===== src/rtl/rq_pkg.sv =====
package rq_pkg;
  typedef enum logic [1:0] {
    INS_DROP   = 2'd0,
    INS_EMPTY  = 2'd1,
    INS_APPEND = 2'd2,
    INS_MIDDLE = 2'd3
  } ins_kind_e;
endpackage


===== src/rtl/rq_place.sv =====
module rq_place
  import rq_pkg::*;
#(
  parameter int DEPTH  = 8,
  parameter int TIME_W = 16,
  parameter int CNT_W  = $clog2(DEPTH + 1)
) (
  input  logic [TIME_W-1:0] slot_time_i [DEPTH],
  input  logic [CNT_W-1:0]  count_i,
  input  logic [TIME_W-1:0] new_time_i,
  input  logic              push_i,
  input  logic              need_i,
  input  logic              pop_i,
  output ins_kind_e         kind_o,
  output logic [CNT_W-1:0]  pos_o
);
  logic [DEPTH-1:0] gt;
  logic [DEPTH-1:0] gt_post;
  logic [CNT_W-1:0] count_post;
  logic [CNT_W-1:0] pos_mid;

  for (genvar i = 0; i < DEPTH; i++) begin : g_cmp
    assign gt[i] = (CNT_W'(i) < count_i) && (slot_time_i[i] > new_time_i);
  end

  // strictly-greater mask as seen after this cycle's pop
  for (genvar i = 0; i < DEPTH; i++) begin : g_shift
    if (i == DEPTH - 1) begin : g_last
      assign gt_post[i] = pop_i ? 1'b0 : gt[i];
    end else begin : g_mid
      assign gt_post[i] = pop_i ? gt[i+1] : gt[i];
    end
  end

  assign count_post = count_i - CNT_W'(pop_i);

  always_comb begin
    pos_mid = count_post;
    for (int i = DEPTH - 1; i >= 0; i--) begin
      if (gt_post[i]) pos_mid = CNT_W'(i);
    end
  end

  always_comb begin
    if (!push_i || !need_i)       kind_o = INS_DROP;
    else if (count_i == '0)       kind_o = INS_EMPTY;
    else if (gt_post == '0)       kind_o = INS_APPEND;
    else                          kind_o = INS_MIDDLE;
  end

  assign pos_o = (kind_o == INS_MIDDLE) ? pos_mid : count_post;
endmodule


===== src/rtl/rq_store.sv =====
module rq_store #(
  parameter int DEPTH  = 8,
  parameter int TIME_W = 16,
  parameter int TAG_W  = 8,
  parameter int CNT_W  = $clog2(DEPTH + 1)
) (
  input  logic              clk_i,
  input  logic              rst_ni,
  input  logic              ins_i,
  input  logic [CNT_W-1:0]  pos_i,
  input  logic              pop_i,
  input  logic [TIME_W-1:0] new_time_i,
  input  logic [TAG_W-1:0]  new_tag_i,
  output logic [TIME_W-1:0] slot_time_o [DEPTH],
  output logic [TAG_W-1:0]  head_tag_o,
  output logic [CNT_W-1:0]  count_o
);
  logic [TIME_W-1:0] time_q [DEPTH];
  logic [TAG_W-1:0]  tag_q  [DEPTH];
  logic [TIME_W-1:0] time_p [DEPTH];
  logic [TAG_W-1:0]  tag_p  [DEPTH];
  logic [CNT_W-1:0]  count_q;

  for (genvar i = 0; i < DEPTH; i++) begin : g_slot
    if (i == DEPTH - 1) begin : g_top
      assign time_p[i] = pop_i ? '0 : time_q[i];
      assign tag_p[i]  = pop_i ? '0 : tag_q[i];
    end else begin : g_low
      assign time_p[i] = pop_i ? time_q[i+1] : time_q[i];
      assign tag_p[i]  = pop_i ? tag_q[i+1]  : tag_q[i];
    end

    logic [TIME_W-1:0] time_d;
    logic [TAG_W-1:0]  tag_d;

    if (i == 0) begin : g_head
      always_comb begin
        time_d = time_p[i];
        tag_d  = tag_p[i];
        if (ins_i && pos_i == CNT_W'(i)) begin
          time_d = new_time_i;
          tag_d  = new_tag_i;
        end
      end
    end else begin : g_body
      always_comb begin
        time_d = time_p[i];
        tag_d  = tag_p[i];
        if (ins_i && pos_i == CNT_W'(i)) begin
          time_d = new_time_i;
          tag_d  = new_tag_i;
        end else if (ins_i && pos_i < CNT_W'(i)) begin
          time_d = time_p[i-1];
          tag_d  = tag_p[i-1];
        end
      end
    end

    always_ff @(posedge clk_i or negedge rst_ni) begin
      if (!rst_ni) begin
        time_q[i] <= '0;
        tag_q[i]  <= '0;
      end else begin
        time_q[i] <= time_d;
        tag_q[i]  <= tag_d;
      end
    end

    if (i > 0) begin : g_ord
      AST_SORTED: assert property (@(posedge clk_i) disable iff (!rst_ni)
        (count_q > CNT_W'(i)) |-> (time_q[i-1] <= time_q[i]));
    end

    assign slot_time_o[i] = time_q[i];
  end

  always_ff @(posedge clk_i or negedge rst_ni) begin
    if (!rst_ni) count_q <= '0;
    else         count_q <= count_q - CNT_W'(pop_i) + CNT_W'(ins_i);
  end

  assign head_tag_o = tag_q[0];
  assign count_o    = count_q;

  AST_NO_OVERFLOW: assert property (@(posedge clk_i) disable iff (!rst_ni)
    count_q <= CNT_W'(DEPTH));
  AST_NO_UNDERFLOW: assert property (@(posedge clk_i) disable iff (!rst_ni)
    pop_i |-> count_q != '0);
endmodule


===== src/rtl/rq_wake.sv =====
module rq_wake #(
  parameter int TIME_W = 16,
  parameter int CNT_W  = 4
) (
  input  logic [TIME_W-1:0] now_i,
  input  logic [TIME_W-1:0] head_time_i,
  input  logic [CNT_W-1:0]  count_i,
  output logic              due_o
);
  // timer is armed whenever a head exists; fires once its time is reached
  logic armed;
  assign armed = count_i != '0;
  assign due_o = armed && (now_i >= head_time_i);
endmodule


===== src/rtl/rq_lat_acc.sv =====
module rq_lat_acc #(
  parameter int TIME_W = 16,
  parameter int ACC_W  = 24
) (
  input  logic              clk_i,
  input  logic              rst_ni,
  input  logic              fire_i,
  input  logic              miss_i,
  input  logic              cacheable_i,
  input  logic [TIME_W-1:0] ready_time_i,
  input  logic [TIME_W-1:0] issue_time_i,
  output logic [ACC_W-1:0]  acc_o
);
  logic [TIME_W-1:0] delta;
  logic              add;
  logic [ACC_W-1:0]  acc_q;

  assign delta = ready_time_i - issue_time_i;
  assign add   = fire_i && miss_i && cacheable_i;

  always_ff @(posedge clk_i or negedge rst_ni) begin
    if (!rst_ni)  acc_q <= '0;
    else if (add) acc_q <= acc_q + ACC_W'(delta);
  end

  assign acc_o = acc_q;

  AST_LAT_HOLD: assert property (@(posedge clk_i) disable iff (!rst_ni)
    !(fire_i && miss_i && cacheable_i) |=> $stable(acc_o));
endmodule


===== src/rtl/rq_resp_queue.sv =====
module rq_resp_queue
  import rq_pkg::*;
#(
  parameter int DEPTH  = 8,
  parameter int TIME_W = 16,
  parameter int TAG_W  = 8,
  parameter int ACC_W  = 24
) (
  input  logic              clk_i,
  input  logic              rst_ni,
  input  logic [TIME_W-1:0] now_i,
  input  logic              enq_valid_i,
  output logic              enq_ready_o,
  input  logic [TIME_W-1:0] enq_time_i,
  input  logic [TAG_W-1:0]  enq_tag_i,
  input  logic              enq_need_rsp_i,
  input  logic              enq_miss_i,
  input  logic              enq_cacheable_i,
  input  logic [TIME_W-1:0] enq_issue_i,
  output logic              deq_valid_o,
  input  logic              deq_ready_i,
  output logic [TAG_W-1:0]  deq_tag_o,
  output logic              empty_o,
  output logic              late_err_o,
  output logic [ACC_W-1:0]  lat_acc_o
);
  localparam int CNT_W = $clog2(DEPTH + 1);

  logic [TIME_W-1:0] slot_time [DEPTH];
  logic [CNT_W-1:0]  count;
  logic [CNT_W-1:0]  pos;
  ins_kind_e         kind;
  logic              fire;
  logic              pop;
  logic              due;

  assign enq_ready_o = count != CNT_W'(DEPTH);
  assign fire        = enq_valid_i && enq_ready_o;
  assign pop         = due && deq_ready_i;
  assign late_err_o  = enq_valid_i && (enq_time_i < now_i);
  assign empty_o     = count == '0;
  assign deq_valid_o = due;

  rq_place #(.DEPTH(DEPTH), .TIME_W(TIME_W), .CNT_W(CNT_W)) u_place (
    .slot_time_i (slot_time),
    .count_i     (count),
    .new_time_i  (enq_time_i),
    .push_i      (fire),
    .need_i      (enq_need_rsp_i),
    .pop_i       (pop),
    .kind_o      (kind),
    .pos_o       (pos)
  );

  rq_store #(.DEPTH(DEPTH), .TIME_W(TIME_W), .TAG_W(TAG_W), .CNT_W(CNT_W)) u_store (
    .clk_i       (clk_i),
    .rst_ni      (rst_ni),
    .ins_i       (kind != INS_DROP),
    .pos_i       (pos),
    .pop_i       (pop),
    .new_time_i  (enq_time_i),
    .new_tag_i   (enq_tag_i),
    .slot_time_o (slot_time),
    .head_tag_o  (deq_tag_o),
    .count_o     (count)
  );

  rq_wake #(.TIME_W(TIME_W), .CNT_W(CNT_W)) u_wake (
    .now_i       (now_i),
    .head_time_i (slot_time[0]),
    .count_i     (count),
    .due_o       (due)
  );

  rq_lat_acc #(.TIME_W(TIME_W), .ACC_W(ACC_W)) u_lat (
    .clk_i        (clk_i),
    .rst_ni       (rst_ni),
    .fire_i       (fire),
    .miss_i       (enq_miss_i),
    .cacheable_i  (enq_cacheable_i),
    .ready_time_i (enq_time_i),
    .issue_time_i (enq_issue_i),
    .acc_o        (lat_acc_o)
  );

  AST_EMPTY_IDLE: assert property (@(posedge clk_i) disable iff (!rst_ni)
    empty_o |-> !deq_valid_o);
  AST_HEAD_HOLD: assert property (@(posedge clk_i) disable iff (!rst_ni)
    (deq_valid_o && !deq_ready_i && !enq_valid_i) |=> (deq_valid_o && $stable(deq_tag_o)));
  AST_DROP_KEEP: assert property (@(posedge clk_i) disable iff (!rst_ni)
    (fire && !enq_need_rsp_i && !pop) |=> $stable(empty_o));
  AST_FULL_BLOCK: assert property (@(posedge clk_i) disable iff (!rst_ni)
    (!enq_ready_o && !pop) |=> !empty_o);
  AST_EMPTY_ARM: assert property (@(posedge clk_i) disable iff (!rst_ni)
    (empty_o && fire && enq_need_rsp_i) |=> !empty_o);
endmodule


===== config.mk =====
export PLATFORM = sky130hd
export DESIGN_NAME = rq_resp_queue
export DESIGN_NICKNAME = d
export VERILOG_FILES = /design/src/rtl/rq_pkg.sv /design/src/rtl/rq_place.sv /design/src/rtl/rq_store.sv /design/src/rtl/rq_wake.sv /design/src/rtl/rq_lat_acc.sv /design/src/rtl/rq_resp_queue.sv
export SDC_FILE = /design/constraint.sdc
export NUM_CORES = 1
export LEC_CHECK = 0
export BUFFER_PORTS_ARGS = -buffer_cell sky130_fd_sc_hd__buf_2
export CAP_MARGIN = 20
export CORE_MARGIN = 2
export CORE_UTILIZATION = 45
export CTS_CLUSTER_SIZE = 12
export DETAILED_ROUTE_END_ITERATION = 10
export SKIP_CTS_REPAIR_TIMING = 1
export SYNTH_ARGS = -nofsm -noshare
export SYNTH_HDL_FRONTEND = slang
export SYNTH_SLANG_ARGS = --single-unit
export TNS_END_PERCENT = 100

===== constraint.sdc =====
create_clock -name clk_i -period 6.36 [get_ports clk_i]
set_clock_uncertainty 0.1 [all_clocks]
set_input_delay 1.272 -clock clk_i [delete_from_list [all_inputs] [get_ports clk_i]]
set_output_delay 1.272 -clock clk_i [all_outputs]
set_load 0.03 [all_outputs]

Word-level counts from Yosys, hierarchy flattened
Cells that the tools add are included.

Register bits after elaboration: 220. Input bits: 63. Output and inout bits: 36. Logic and storage cells: 160.

Add/sub/neg operators: 4. Order comparisons: 25. Equality and inequality tests: 9. Multiplexer cells: 66. Reductions and logical operators: 38.

Operators with widths (count): $mux 16 (23); $mux 8 (23); $gt 16x16->1 (8); $mux 4 (9); $logic_and 1x1->1 (29); $add 24x16->24 (1); $eq 4x3->1 const B (4); $ge 16x16->1 (1); $lt 16x16->1 (1); $lt 3x4->1 const A (4); $lt 4x3->1 const B (4); $sub 16x16->16 (1); $mux 1 (9); $eq 4x2->1 const B (2); $logic_not 4->1 (2); $logic_not 8->1 (1); $lt 1x4->1 const A (2); $lt 2x4->1 const A (2); $lt 4x2->1 const B (2); $add 4x1->4 (1); $eq 4x1->1 const B (1); $lt 4x1->1 const B (1); $mux 2 (2); $ne 4x4->1 const B (1); 7 further kinds (8).

Longest topological paths before layout
Depth after elaboration: 17. Gate-level depth with buffers: 23. Mapped depth without buffers: 22.

By module
From an unflattened synthesis, not the netlist that was laid out.

Cells, all modules: 1838. Area, all modules: 17205.3 µm².

By module, submodules not included: rq_store (instances 1, cells an instance 1032, area each 10830.4 µm², sequential area each 4904.7 µm²); rq_place (instances 1, cells an instance 406, area each 3181.8 µm², sequential area each 0.0 µm²); rq_lat_acc (instances 1, cells an instance 286, area each 2371.0 µm², sequential area each 600.6 µm²); rq_resp_queue (instances 1, cells an instance 58, area each 412.9 µm², sequential area each 0.0 µm²); rq_wake (instances 1, cells an instance 56, area each 409.1 µm², sequential area each 0.0 µm²).

Least setup slack after synthesis
Ideal clock, no wire load.

Path type: input port to flip-flop. From: input port now_i[7]. To: register u_store.time_q (netlist bit u_store.slot_time_o[82]). Library setup time: 0.137 ns. Arrival: 5.875 ns. Required time: 6.123 ns. Slack: 0.248 ns. Stages: 22. Path buffers: 5. Path through: ha_1 and2_1 o2111ai_1 o21ai_0 a31oi_1 a21o_1 buf_2 inv_1 clkbuf_1 clkbuf_1 clkbuf_1 ha_1 nor3b_1 xnor2_1 and3_1 o2111ai_1 a21oi_1 a21boi_1 a21oi_1 clkbuf_1 a21oi_1 mux2i_1.

Longest elaborated chain between the ends: 17. Elaborated cells on any way between the ends: 35. Those cells by class: add/sub (1); order compare (2); eq/ne (2); mux (24); reduce/logical (6).

Ends and longest elaborated chain: start: declaration (line rq_resp_queue.sv:11) `input logic [TIME_W-1:0] now_i,`; $ge 16x16->1 (*) (line rq_wake.sv:13) `assign due_o = armed && (now_i >= head_time_i);`; $logic_and 1x1->1 (*) (line rq_wake.sv:13); $logic_and 1x1->1 (*) (line rq_resp_queue.sv:39) `assign pop = due && deq_ready_i;`; $sub 4x1->4 or $mux 1 (tied branches) (line rq_place.sv:35, rq_place.sv:29); $mux 4 (8 in a row) (line rq_place.sv:40) `if (gt_post[i]) pos_mid = CNT_W'(i);`; $mux 4 (line rq_place.sv:51) `assign pos_o = (kind_o == INS_MIDDLE) ? pos_mid : count_post;`; $lt 4x2->1 (line rq_store.sv:52) `end else if (ins_i && pos_i < CNT_W'(i)) begin`; $logic_and 1x1->1 (line rq_store.sv:52); $mux 16 (line rq_store.sv:52); $mux 16 (*) (line rq_store.sv:49) `if (ins_i && pos_i == CNT_W'(i)) begin`; net u_store.g_slot[2].time_d[2] (line rq_store.sv:33) `logic [TIME_W-1:0] time_d;`; end signal: indexed assignment (line rq_store.sv:64) `time_q[i] <= time_d;`; end: declaration (line rq_store.sv:18) `logic [TIME_W-1:0] time_q [DEPTH];`.

Mark *: on every way through the listed nets, which the timed path passes. The rest lies on a longest branch. A chain may end at the register's enable or synchronous reset.

Worst setup path after layout
From: input port enq_time_i[0]. To: register u_lat.acc_q[23] (netlist: u_lat.acc_o[23]).

Longest elaborated chain between the ends: 2.

Ends and longest elaborated chain: start: declaration (line rq_resp_queue.sv:14) `input logic [TIME_W-1:0] enq_time_i,`; $sub 16x16->16 (line rq_lat_acc.sv:18) `assign delta = ready_time_i - issue_time_i;`; $add 24x16->24 (line rq_lat_acc.sv:23) `else if (add) acc_q <= acc_q + ACC_W'(delta);`; end signal: assignment (line rq_lat_acc.sv:23); end: declaration (line rq_lat_acc.sv:16) `logic [ACC_W-1:0] acc_q;`.

Every way passes these cells.

==> summary.txt <==
Timing
  – Endpoints failing hold: 0
  – Relative slew slack: 32.51%
  – Final Slew Violations: 0
  – Tcrit/Tclk final: 90.88%
  – RSZ-0062 raised after global routing: no
  – Total Neg Setup Slack: 0 ns
  – Slew @ Worst Pin: 1.011 ns
  – FMAX: 173.0 MHz
  – Setup-violating endpoint count in the final report: 0
  – Final min period: 5.780 ns

Logic synthesis
  – Fraction of the mapped netlist area in adder cells: 14.49%
  – Post-synth EDFFs: 0
  – Synth Cell Area: 17030 um2
  – Synth Net Count: 2218
  – Cell variety after synth: 74
  – Asr flop ratio synth: 100.0%
  – Post-synthesis compound-gate area fraction: 23.05%
  – Top_reg_cell synth: dfrtp_1
  – Seq cells post-synth: 220
  – Cells after Synth: 1959
  – Synth Area in XOR/XNOR: 2.109%
  – Syn_area_per_cell: 8.692 um2
  – Combinational family with the most area after synthesis: compound AO/OA/AOI/OAI gates
  – Post-synthesis sequential area ratio: 32.33%
  – Mux cell area share after synthesis: 7.355%
  – Simple-Gate Fraction of Synth Area: 15.28%
  – Warnings from Yosys: 0

Global route
  – Largest net degree at the start of global routing: 185
  – GRT Total Usage: 27.91%
  – Total grt overflow: 0
  – Initial antenna violation count: 0
  – First-pass GRT wire length: 86.42 mm
  – Vias in the first global route: 15050

CTS
  – CTS sink count: 220
  – Clk root buf: clkbuf_16
  – Num CTS Buffers: 27
  – H-tree levels: 1
  – Clock Path Buffers: 3
  – Clock transition at path regs: 0.05 ns
  – CTS tree: done
  – Clock Latency Late Sink: 0.56 ns

Final layout
  – Commonest cells after routing, fill and taps aside: 322 x nand2_1, 220 x dfrtp_1, 201 x a21oi_1
  – Nets@finish: 2298
  – Antenna diodes: 0
  – Finished Layout Cells: 2568
  – Area Overhead vs Synth: 12.58%
  – Design Area, Final: 19170 um2
  – Commonest non-fill, non-tap cell in the layout: nand2_1
  – Fillers: 3631
  – Share of layout cells above drive strength 1: 12.88%

Floorplan
  – Die area: 39410 um2
  – Die height: 198.5 um
  – Io pins: 99
  – # rows: 71
  – Core box area: 37490 um2
  – Initial cell density of the core: 45.42%
  – Die Wd: 198.5 um

Critical path
  – Worst setup SP type: primary input
  – Origin of the worst setup path: enq_time_i[0]
  – Crit path DAT: 6.10 ns
  – Crit Path Category: in -> reg
  – Required @ worst endpoint: 6.68 ns
  – Start of the worst register-to-register path: u_store.slot_time_o[119]$_DFF_PN0_
  – CP Capture Type: flip-flop
  – Crit Path Max Fanout: 4

Pwr
  – Pwr/cell area: 531.2 nW/um2
  – Clock power frac: 15.1%
  – NetSw: 4889 uW
  – Power share of the sequential group: 26.6%
  – Switching portion of total power: 48.01%
  – Peak supply drop: 340.4 uV
  – Leakage power: 0.009255 uW
  – Internal power: 5294 uW
  – Combinational power share: 58.3%

Run
  – Max-capacitance violation count: 0

Drt
  – DRT iter0 DRCs: 1499
  – Via-per-instance ratio: 6.023
  – Post-detailed-route wirelength per cell: 21.38 um
  – Drt pass-1 iters: 8
  – Total routed wirelength: 54.90 mm
  – Routed via count: 15470
  – Final ANT Viol Nets: 0
  – Drc violations: 0

Place
  – DP HPWL: 39.59 mm
  – Routability cong.: 0.9044
  – Placed cells: 2519
  – PortBufs: 98
  – Placement Cell Area: 18290 um2

Run status
  – Run status: complete, no violations

Min path
  – Worst Hold Class: reg -> reg
  – Min-delay src: u_lat.acc_o[23]$_DFFE_PN0P_
cell families after synthesis:
family                     Yosys count
and+or+nand+nor                    591
AOI/OAI and AO/OA                  568
buffers and inverters              221
DFF                                220
adders and majority gates          196
muxes                              122
xor gates and xnor gates            41
routing by layer:
| layer | routed length, um | global-route usage [%] |
|---|---|---|
| met5 | 0 | 0 |
| met4 | 1284 | 7.546 |
| met3 | 3329 | 3.221 |
| met2 | 24250 | 42.90 |
| met1 | 26030 | 41.42 |
metrics by stage:
stage | power (uW) | setup WS, ns | hold slack (ns) | utilization, %
after floorplan | 6844 | 0.2476 | 0.3937 | -
after global routing | 10940 | 0.1354 | 0.3957 | 51.13
after CTS | 10130 | 0.6540 | 0.3709 | 51.06
final | 10180 | 0.5801 | 0.3648 | 51.13
after global placement | 8359 | 0.1591 | 0.3567 | 48.76
after detailed placement | 8533 | 0.09684 | 0.3590 | 48.80
path summary, 6_finish.rpt:
kind | endpoint | slack, ns | depth (start not counted)
max in group asynchronous | u_store.slot_time_o[32]$_DFF_PN0_ | 4.33 | 2
worst min register to register | u_lat.acc_o[23]$_DFFE_PN0P_ | 0.36 | 1
min in group asynchronous | u_store.head_tag_o[0]$_DFF_PN0_ | 0.66 | 1
worst max register to register | u_store.tag_q[23]$_DFF_PN0_ | 1.46 | 19
worst max-delay path | u_lat.acc_o[23]$_DFFE_PN0P_ | 0.58 | 23
worst min-delay path | u_lat.acc_o[23]$_DFFE_PN0P_ | 0.36 | 1
power by group through the flow:
| stage | Sequential, uW | Clock (uW) | Combinational [uW] |
|---|---|---|---|
| 2_1_floorplan | 2550 | 0 | 4290 |
| 3_3_place_gp | 2680 | 0 | 5680 |
| 3_5_place_dp | 2700 | 0 | 5830 |
| 4_1_cts | 2680 | 1570 | 5880 |
| 5_1_grt | 2780 | 1620 | 6540 |
| 6_report | 2710 | 1540 | 5940 |
cells in the mapped netlist (all sizes together) (25+ instances only):
cell      n  area share [%]
a211oi   30             1.3
a21oi   206             6.1
a221o    51             3.0
a22o     25             1.3
a31oi    30             1.1
and2     27            0.99
buf      43             1.5
clkbuf   74             1.6
dfrtp   220              32
ha      194              14
inv     104             2.3
mux2     25             1.7
mux2i    97             5.7
nand2   323             7.1
nand3    43             1.3
nor2    112             2.5
o21ai    57             1.7
xnor2    25             1.3
worst max-delay path: stages:
cell	delay, ns
buf_2	0.11
inv_1	0.24
ha_1	0.23
inv_1	0.06
fa_1	0.41
a21o_1	0.17
a21oi_1	0.20
o21ai_0	0.10
a21oi_1	0.24
o21bai_1	0.09
a21oi_1	0.25
o21bai_1	0.12
a2111oi_0	0.63
o31ai_1	0.16
a21oi_1	0.20
xnor2_1	0.14
ha_1	0.29
and3_1	0.20
nor2_1	0.11
o31ai_1	0.09
o31ai_1	0.49
nor3b_1	0.14
xor2_1	0.17
final cells by class:
type	count	area [um2]	area share, %
clock buffer	39	750.7	3.916
clock inverter	8	98.84	0.5156
inverter	104	395.4	2.063
multi-input combinational	1518	10690	55.74
sequential	220	5505	28.72
tap	511	639.4	3.335
timing repair buffer	168	1095	5.711
flip-flops by register name (all words and copies together), names as in the netlist:
name and count:
u_store.slot_time_o 128, u_store.tag_q 56, u_lat.acc_o 24, u_store.head_tag_o 8
u_store.count_o 4
No activity file was read; power rests on OpenSTA's default activity.
